==> src/rtl/pwm_bank_pkg.sv <==
package pwm_bank_pkg;

  localparam int CTRL_W  = 8;

  // Control word bit positions
  localparam int CB_EN   = 0;
  localparam int CB_ECLK = 1;
  localparam int CB_NEG  = 2;
  localparam int CB_OE   = 3;
  localparam int CB_ONCE = 4;
  localparam int CB_IEN  = 5;
  localparam int CB_PEND = 6;
  localparam int CB_CLR  = 7;

  typedef enum logic [1:0] {
    RS_CNT  = 2'd0,
    RS_HI   = 2'd1,
    RS_LO   = 2'd2,
    RS_CTRL = 2'd3
  } regSel_e;

  // Strobes from channel control to channel datapath
  typedef struct packed {
    logic tick;
    logic clear;
    logic loadCnt;
    logic loadHi;
    logic loadLo;
    logic outEn;
  } chanStrobe_t;

endpackage

==> src/rtl/pwm_chan_dp.sv <==
module pwm_chan_dp
  import pwm_bank_pkg::*;
#(
  parameter int CNT_W = 32
) (
  input  logic             clk,
  input  logic             rstN,
  input  chanStrobe_t      strb,
  input  logic [CNT_W-1:0] wrData,
  output logic [CNT_W-1:0] cntQ,
  output logic [CNT_W-1:0] hiQ,
  output logic [CNT_W-1:0] loQ,
  output logic             periodEnd,
  output logic             pwmOut
);

  logic [CNT_W:0] cntInc;
  logic           atEnd;

  assign cntInc    = {1'b0, cntQ} + {{CNT_W{1'b0}}, 1'b1};
  assign atEnd     = cntInc >= {1'b0, loQ};
  assign periodEnd = strb.tick & ~strb.clear & ~strb.loadCnt & atEnd;

  always_ff @(posedge clk or negedge rstN) begin
    if (!rstN) begin
      cntQ <= '0;
    end else if (strb.clear) begin
      cntQ <= '0;
    end else if (strb.loadCnt) begin
      cntQ <= wrData;
    end else if (strb.tick) begin
      cntQ <= atEnd ? '0 : cntInc[CNT_W-1:0];
    end
  end

  always_ff @(posedge clk or negedge rstN) begin
    if (!rstN) begin
      hiQ <= '0;
      loQ <= '0;
    end else begin
      if (strb.loadHi) hiQ <= wrData;
      if (strb.loadLo) loQ <= wrData;
    end
  end

  // Inverted polarity: low before the duty match, high after it
  assign pwmOut = strb.outEn & (cntQ >= hiQ);

endmodule

==> src/rtl/pwm_chan_ctrl.sv <==
module pwm_chan_ctrl
  import pwm_bank_pkg::*;
(
  input  logic              clk,
  input  logic              rstN,
  input  logic              wrCtrl,
  input  logic              wrCnt,
  input  logic              wrHi,
  input  logic              wrLo,
  input  logic [CTRL_W-1:0] wrData,
  input  logic              extClk,
  input  logic              periodEnd,
  output chanStrobe_t       strb,
  output logic [CTRL_W-1:0] ctrlQ,
  output logic              irq
);

  logic [2:0]        syncQ;
  logic              extRise;
  logic              extFall;
  logic              extHit;
  logic [CTRL_W-1:0] ctrlNext;

  // Two synchronizing flops, the third stage only remembers the previous level
  always_ff @(posedge clk or negedge rstN) begin
    if (!rstN) syncQ <= '0;
    else       syncQ <= {syncQ[1:0], extClk};
  end

  assign extRise = syncQ[1] & ~syncQ[2];
  assign extFall = ~syncQ[1] & syncQ[2];
  assign extHit  = ctrlQ[CB_NEG] ? extFall : extRise;

  always_comb begin
    ctrlNext = ctrlQ;
    if (wrCtrl) begin
      ctrlNext          = wrData;
      ctrlNext[CB_PEND] = wrData[CB_PEND] & ctrlQ[CB_PEND];
    end
    if (periodEnd && ctrlQ[CB_IEN])  ctrlNext[CB_PEND] = 1'b1;
    if (periodEnd && ctrlQ[CB_ONCE]) ctrlNext[CB_EN]   = 1'b0;
  end

  always_ff @(posedge clk or negedge rstN) begin
    if (!rstN) ctrlQ <= '0;
    else       ctrlQ <= ctrlNext;
  end

  always_comb begin
    strb.tick    = ctrlQ[CB_EN] & (ctrlQ[CB_ECLK] ? extHit : 1'b1);
    strb.clear   = ctrlQ[CB_CLR];
    strb.loadCnt = wrCnt;
    strb.loadHi  = wrHi;
    strb.loadLo  = wrLo;
    strb.outEn   = ctrlQ[CB_OE];
  end

  assign irq = ctrlQ[CB_PEND] & ctrlQ[CB_IEN];

endmodule

==> src/rtl/pwm_timer_bank.sv <==
module pwm_timer_bank
  import pwm_bank_pkg::*;
#(
  parameter int NUM_CH = 8,
  parameter int CNT_W  = 32,
  parameter int ADDR_W = 16
) (
  input  logic              clk,
  input  logic              rstN,
  input  logic              psel,
  input  logic              penable,
  input  logic              pwrite,
  input  logic [ADDR_W-1:0] paddr,
  input  logic [CNT_W-1:0]  pwdata,
  output logic [CNT_W-1:0]  prdata,
  input  logic [NUM_CH-1:0] extClk,
  output logic [NUM_CH-1:0] pwmOut,
  output logic [NUM_CH-1:0] irq
);

  localparam int IDX_W = 3;

  logic [IDX_W-1:0] chIdx;
  regSel_e          regSel;
  logic             inWin;
  logic             wrEn;
  logic             unusedAddr;

  logic [NUM_CH-1:0][CNT_W-1:0]  cntVec;
  logic [NUM_CH-1:0][CNT_W-1:0]  hiVec;
  logic [NUM_CH-1:0][CNT_W-1:0]  loVec;
  logic [NUM_CH-1:0][CTRL_W-1:0] ctrlVec;

  // Sparse map: index bit 2 on the top address bit, bits 1:0 pick a 16-byte window
  assign chIdx      = {paddr[ADDR_W-1], paddr[5:4]};
  assign regSel     = regSel_e'(paddr[3:2]);
  assign inWin      = (paddr[ADDR_W-2:6] == '0) && (int'(chIdx) < NUM_CH);
  assign wrEn       = psel & penable & pwrite & inWin;
  assign unusedAddr = ^paddr[1:0];

  for (genvar i = 0; i < NUM_CH; i++) begin : g_ch
    logic        chHit;
    logic        periodEnd;
    chanStrobe_t strb;

    assign chHit = wrEn && (int'(chIdx) == i);

    pwm_chan_ctrl i_ctrl (
      .clk       (clk),
      .rstN      (rstN),
      .wrCtrl    (chHit && regSel == RS_CTRL),
      .wrCnt     (chHit && regSel == RS_CNT),
      .wrHi      (chHit && regSel == RS_HI),
      .wrLo      (chHit && regSel == RS_LO),
      .wrData    (pwdata[CTRL_W-1:0]),
      .extClk    (extClk[i]),
      .periodEnd (periodEnd),
      .strb      (strb),
      .ctrlQ     (ctrlVec[i]),
      .irq       (irq[i])
    );

    pwm_chan_dp #(.CNT_W(CNT_W)) i_dp (
      .clk       (clk),
      .rstN      (rstN),
      .strb      (strb),
      .wrData    (pwdata),
      .cntQ      (cntVec[i]),
      .hiQ       (hiVec[i]),
      .loQ       (loVec[i]),
      .periodEnd (periodEnd),
      .pwmOut    (pwmOut[i])
    );
  end

  always_comb begin
    prdata = '0;
    if (psel && !pwrite && inWin) begin
      unique case (regSel)
        RS_CNT:  prdata = cntVec[chIdx];
        RS_HI:   prdata = hiVec[chIdx];
        RS_LO:   prdata = loVec[chIdx];
        RS_CTRL: prdata = {{(CNT_W-CTRL_W){1'b0}}, ctrlVec[chIdx]};
        default: prdata = '0;
      endcase
    end
  end

endmodule

==> config.mk <==
export PLATFORM = sky130hd
export DESIGN_NAME = pwm_timer_bank
export DESIGN_NICKNAME = d
export VERILOG_FILES = /design/src/rtl/pwm_bank_pkg.sv /design/src/rtl/pwm_chan_dp.sv /design/src/rtl/pwm_chan_ctrl.sv /design/src/rtl/pwm_timer_bank.sv
export SDC_FILE = /design/constraint.sdc
export NUM_CORES = 2
export LEC_CHECK = 0
export BUFFER_PORTS_ARGS = -buffer_cell sky130_fd_sc_hd__buf_2
export CAP_MARGIN = 10
export CORE_MARGIN = 4
export CORE_UTILIZATION = 45
export CTS_CLUSTER_SIZE = 30
export DETAILED_ROUTE_END_ITERATION = 6
export SLEW_MARGIN = 20
export SYNTH_ARGS = -nofsm -noshare
export SYNTH_HDL_FRONTEND = slang
export SYNTH_SLANG_ARGS = --single-unit
==> constraint.sdc <==
create_clock -name clk -period 4.33 [get_ports clk]
set_clock_uncertainty 0.2 [all_clocks]
set_input_delay 0.6495 -clock clk [delete_from_list [all_inputs] [get_ports clk]]
set_output_delay 0.6495 -clock clk [all_outputs]
set_load 0.05 [all_outputs]
== Word-level counts from Yosys, hierarchy flattened ==
Index checks and enable logic that the tools add are counted.
Storage, ports and cells
  bits in registers: 856
  input bits: 61
  output and inout port bits: 48
Operators by class
  add/subtract/negate cells: 8
  $lt $le $gt $ge: 17
  equal/unequal tests: 10
  mux-type cells: 82
  bitwise logic cells: 107
  reductions and logical operators: 86
Operator list (number)
  32-bit two-way mux: 36
  32-bit binary-select mux with 3-bit select: 3
  32-bit by 1-bit adder with 33-bit output (second input constant): 8
  33-bit by 32-bit greater-or-equal comparator with 1-bit output: 8
  32-bit greater-or-equal comparator: 8
  32-bit case mux with 4 select lines: 1
  1-bit bitwise AND: 75
  1-bit logical AND: 58
  7-bit two-way mux: 8
  1-bit two-way mux: 32
  1-bit inverter: 32
  2-bit nonzero test: 16
  8-bit binary-select mux with 3-bit select: 1
  3-bit nonzero test: 8
  3-bit equality test (second input constant): 4
  9-bit logical NOT: 1
  8-bit two-way mux: 1
  3-bit by 2-bit equality test with 1-bit output (second input constant): 2
  2-bit equality test (second input constant): 2
  3-bit by 4-bit less-than comparator with 1-bit output (second input constant): 1
  3-bit by 1-bit equality test with 1-bit output (second input constant): 1
  3-bit logical NOT: 1
  2-bit by 1-bit equality test with 1-bit output (second input constant): 1
  2-bit logical NOT: 1
  1-bit logical NOT: 1

== Depth between registers and ports, before layout ==
  depth after elaboration: 10
  depth in mapped cells: 17

== Hierarchy ==
From an unflattened synthesis, not the netlist that was laid out.
Second synthesis, totals
  cell total of the unflattened synthesis: 6249
  area total of the unflattened synthesis: 58352.2 µm²
By module, submodules not included
  pwm_chan_dp (g_ch[2].i_dp ...): times used 5, cells an instance 667, area each 5969.5 µm², seq. area each 2402.3 µm²
  pwm_chan_dp (g_ch[0].i_dp ...): times used 2, cells an instance 658, area each 5940.7 µm², seq. area each 2402.3 µm²
  pwm_timer_bank: times used 1, cells an instance 685, area each 7076.8 µm², seq. area each 0.0 µm²
  pwm_chan_dp (g_ch[1].i_dp): times used 1, cells an instance 657, area each 5963.2 µm², seq. area each 2402.3 µm²
  pwm_chan_ctrl: times used 8, cells an instance 32, area each 447.9 µm², seq. area each 275.3 µm²

== Least setup slack after synthesis ==
No wires, ideal clock.
  path type: register to register
  start point: register g_ch[6].i_dp.cntQ[0]
  end point: register g_ch[6].i_dp.cntQ[1]
  setup time: 0.083 ns
  data arrival time: 3.734 ns
  path slack: 0.313 ns
  stages on the path, launching flop included: 16
  clock period less this slack: 4.017 ns
  path through: dfrtp_1 ha_1 nand2_1 or3_1 nor3_1 nand3_1 xnor2_1 ha_1 a21o_1 a21o_1 a221o_1 a221o_1 a211oi_2 buf_4 nand2_1 o22ai_1
On the way
  word-level cells in the longest chain between the ends: 6
RTL lines
  start, declared: line pwm_chan_dp.sv:10  | output logic [CNT_W-1:0] cntQ,
  start signal, assigned: line pwm_chan_dp.sv:30  | cntQ <= wrData;
  start signal, assigned: line pwm_chan_dp.sv:32  | cntQ <= atEnd ? '0 : cntInc[CNT_W-1:0];
  32-bit by 1-bit adder with 33-bit output (*): line pwm_chan_dp.sv:20  | assign cntInc = {1'b0, cntQ} + {{CNT_W{1'b0}}, 1'b1};
  33-bit by 32-bit greater-or-equal comparator with 1-bit output: line pwm_chan_dp.sv:21  | assign atEnd = cntInc >= {1'b0, loQ};
  32-bit two-way mux (*): line pwm_chan_dp.sv:32
  32-bit two-way mux (*): line pwm_chan_dp.sv:31  | end else if (strb.tick) begin
  32-bit two-way mux (*): line pwm_chan_dp.sv:29  | end else if (strb.loadCnt) begin
  32-bit two-way mux (*): line pwm_chan_dp.sv:27  | end else if (strb.clear) begin
Mark *: on every way between the ends. The rest lies on a longest branch, timed or not. The select of a mux whose other input is x is not followed.
A chain may end at the register's enable or synchronous reset.

== Worst setup path in the final report ==
  start point: register g_ch[2].i_dp.cntQ[7]
  end point: output port pwmOut[2]
On the way
  word-level cells in the longest chain between the ends: 2
RTL lines
  start, declared: line pwm_chan_dp.sv:10
  start signal, assigned: line pwm_chan_dp.sv:30
  start signal, assigned: line pwm_chan_dp.sv:32
  32-bit greater-or-equal comparator: line pwm_chan_dp.sv:47  | assign pwmOut = strb.outEn & (cntQ >= hiQ);
  1-bit bitwise AND: line pwm_chan_dp.sv:47
  end, declared: line pwm_timer_bank.sv:17  | output logic [NUM_CH-1:0] pwmOut,
Every way passes these cells.

==> key figures <==
Synth
  • Synth Net Count: 6748
  • Post-synthesis instance area: approximately 60000 µm²
  • Unique cell type count in the Yosys netlist: 82
  • Sequential share of the synthesized area: 36.3%
  • Post-synth ARST share: 100%
  • Number of storage elements in the synthesis netlist: around 860
  • Ys flop type: sky130_fd_sc_hd__dfrtp_1
  • Average cell area after synthesis: 9.57 µm²
  • Gate Count Post-Synth: 6167
  • Number of enable-type register cells in the synthesized netlist: 0
  • Count of warnings emitted by yosys: 0

Power
  • Max IR drop VDD: 268 µV
  • Leakage: 33.6 nW
  • Overall power of the completed layout: 18.0 mW
  • Total power per unit cell area: 264 nW/µm²

Clock network
  • Clock tree from TritonCTS: done
  • Bufs on Longest Clock Path: 3
  • Clk_lat worst skew: 0.72 ns
  • TritonCTS Sinks: 856
  • Clock root buffer master: sky130_fd_sc_hd__clkbuf_16
  • Worst-path clk slew: 0.06 ns
  • Number of levels the H-tree was split into: 3
  • CTS buffer count: between 100 and 150

Timing
  • Slew at the pin closest to its max-slew limit: about 1.0 ns
  • Final Hold Vio Count: 0
  • Slew Viols, Final: 0
  • Setup-violating endpoint count in the final report: 0
  • Fmax: around 230 MHz
  • Slew HR: 32.5%
  • Final Hold Slack: 0.147 ns
  • Fin Setup TNS: 0 ns
  • Final cycle utilization of the critical path: roughly 100%
  • Worst setup margin: 0.00474 ns
  • Minimum clock period: 4.33 ns

Setup path
  • Worst Path Max Fanout: 9
  • Cell depth of the worst flop-to-flop path: 17
  • Required time at the endpoint of the critical path: between 3 and 4 ns
  • Cell-by-cell trace of the critical path: buf_4, ha_1, and4_1, o21ai_0, a21oi_1, o21ai_1, a31oi_1, buf_2
  • Critical path buffers and inverters: 2
  • Delay contributed by the slowest stage of the critical path: 0.56 ns
  • Top cell family by delay on the critical path: compound AO/OA/AOI/OAI gates
  • Critical Path Sink Type: output pin
  • Startpoint kind of the worst setup timing path: flop
  • Critical path class: flop to output pin
  • Endpoint arrival time on the critical path: 3.48 ns
  • Levels on crit path: 8
  • Cell with the largest stage delay on the worst path: sky130_fd_sc_hd__a31oi_1

Routing
  • Overall via count from detail_route: 50300
  • DRC errors left: 0
  • First DRT Iteration DRCs: 4909
  • Post-DR wirelength/cell: between 20 and 30 µm
  • Post-detailed-routing wire length: approximately 210000 µm
  • Antenna-violating nets left: 0
  • First drt pass iteration count: 6
  • Number of vias per cell after detailed routing: 6.06

Final layout
  • Total Nets Final: between 7000 and 8000
  • Share of layout cells above drive strength 1: 20.7%
  • Filler Cell Count: roughly 12000
  • Final cell count without fillers: 8289
  • Fin area: 68200 µm²
  • Final core occ: 52.5%
  • Area growth from synthesis to layout: 15.6%
  • Area of the multi-input gates: about 34000 µm²
  • FF/Latch Area: 21400 µm²

Floorplan
  • Starting density of the core: 45.4%
  • Chip Width: 370 µm
  • Floorplan Core Area: 130000 µm²
  • DIE HEIGHT: 370 µm
  • IO Pins: 109
  • Die area: about 140000 µm²
  • Row cnt: 132

Outcome
  • Status: completed

Global route
  • Global Route Usage Sum: 30.5%
  • Number of antenna violations at the first check in global routing: 14
  • Global-route wire length before repair: approximately 310000 µm
  • Maximum number of pins on one net before global-route repair: 84
  • Vias in the first global route: 49300
  • Overall overflow remaining after global route: 0

Hold path
  • Number of cells on the worst hold path: 0
  • Hold Crit Class: flop to flop

Place
  • Final GP Congestion: 0.949
  • Worst slack after detailed placement: 0.0111 ns
  • Sum of net half-perimeters after detailed placement: 165000 µm
  • Placed Cells: about 8100
  • Cell area reported after detailed placement: around 64000 µm²
  • Total of buffers placed on input and output ports: 106

Run
  • Max capacitance violation total: 0
## cell usage in the layout, fill, tap and decap left out, drive strengths merged, types with 15 or more instances in the layout
cell type  Yosys  routed
dfrtp        856     856
nand2        721     721
buf          141     582
inv          558     563
ha           520     520
a21oi        400     400
o21ai        386     386
mux2         308     308
nand3        246     246
nor2         236     236
mux4         224     224
xnor2        159     159
and3         149     149
clkbuf       263     140
o22ai        133     133
nand4        125     125
a21o         115     115
mux2i         86      86
xor2          81      81
a41o          58      58
nor3          51      51
and4          44      44
a31o          25      25
nand2b        22      22
nor2b         22      22
clkinv         0      22
a22oi         21      21
a211oi        20      20
and2          19      19
o211ai        16      16
a31oi         15      15
## routing by layer
metal | up-vias | GRT usage [%] | share of wire, %
met3 | 361 | 4.73 | 8.4
li1 | 22700 | - | -
met1 | 25200 | 42.8 | 43
met2 | 1996 | 47.7 | 45
met5 | - | 0 | 0.0052
met4 | 2 | 11.5 | 4.1
## registers in the layout, summed over array words and instances, names as in the netlist
| register | flops |
|---|---|
| g_ch.i_dp.cntQ | 256 |
| g_ch.i_dp.hiQ | 256 |
| g_ch.i_dp.loQ | 256 |
| g_ch.i_ctrl.ctrlQ | 64 |
| g_ch.i_ctrl.syncQ | 24 |
## synth_stat cells (all sizes together), types with 25 or more instances
library cell	count	share of area, %
buf	141	1.2
nand2	721	4.6
inv	558	3.6
a31o	25	0.37
mux2	308	5.9
a21oi	400	3.4
dfrtp	856	36
and4	44	0.65
o21ai	386	3.3
and3	149	1.6
a41o	58	0.98
xor2	81	1.2
o22ai	133	1.4
ha	520	11
xnor2	159	2.4
nor3	51	0.47
mux2i	86	1.5
nor2	236	1.5
a21o	115	1.5
clkbuf	263	1.7
nand4	125	1.3
mux4	224	8.6
nand3	246	2.1
## where the power goes
group,internal [mW],switching (mW),leakage (nW)
Combinational,0.251,0.599,21.3
Sequential,8.02,0.00920,10.5
Clock,5.39,3.72,1.71
## cells by family (layout without fill, tap and decap cells)
logic type	count (synthesis)	count (layout)	synth area share, %
AO/OA/AOI/OAI	1269	1269	13.0
XOR/XNOR	240	240	3.56
adder cells (fa/ha/maj)	520	520	11.0
buffers and inverters	962	1336	6.40
flip-flops	856	856	36.3
multiplexers	618	618	15.9
other	0	6	0
AND/OR/NAND/NOR	1702	1702	13.8
## worst reg2reg max path: stages, from the launching register on
cell and delay [ns]:
sky130_fd_sc_hd__dfrtp_1 0.42, sky130_fd_sc_hd__and3_1 0.18, sky130_fd_sc_hd__nand3_1 0.17, sky130_fd_sc_hd__or2_4 0.33, sky130_fd_sc_hd__nor3_2 0.20, sky130_fd_sc_hd__buf_4 0.15
sky130_fd_sc_hd__and3_1 0.18, sky130_fd_sc_hd__xnor2_1 0.16, sky130_fd_sc_hd__inv_1 0.07, sky130_fd_sc_hd__ha_1 0.18, sky130_fd_sc_hd__a21o_1 0.17, sky130_fd_sc_hd__a21oi_1 0.15
sky130_fd_sc_hd__buf_4 0.21, sky130_fd_sc_hd__nand4_1 0.28, sky130_fd_sc_hd__nor4_4 0.48, sky130_fd_sc_hd__nand2_2 0.19, sky130_fd_sc_hd__clkbuf_16 0.24, sky130_fd_sc_hd__o22ai_1 0.14
## path summary, 6_finish.rpt
kind	endpoint	slack, ns	start
setup reg to reg	g_ch[0].i_dp.cntQ[24]	0.12	g_ch[0].i_dp.cntQ[0]
max in group asynchronous	g_ch[0].i_dp.hiQ[6]	2.48	rstN
hold reg to reg	g_ch[5].i_ctrl.syncQ[1]	0.15	g_ch[5].i_ctrl.syncQ[0]
min in group asynchronous	g_ch[3].i_dp.cntQ[24]	0.37	rstN
setup / recovery	pwmOut[2]	0.005	g_ch[2].i_dp.cntQ[7]
hold / removal	g_ch[5].i_ctrl.syncQ[1]	0.15	g_ch[5].i_ctrl.syncQ[0]
## cell type report
cell class / count / area share [%]
multi-input cells: 4349 / 50.3
flip-flops and latches: 856 / 31.4
inverters: 558 / 3.07
clock buffers: 139 / 4.26
repair buffers: 592 / 6.90
well taps: 1742 / 3.20
clock inverters: 47 / 0.848
diodes: 6 / 0.0220
## timing repair
item                                    CTS  global route
pin swaps                                 6             9
hold buffers                              9             0
endpoints found under the setup margin    8           156
setup buffers                             0             9
gates resized for setup                  25            47
cloned                                    0             1
endpoints found under the hold margin    74             0
(Power assumes the default switching activity.)
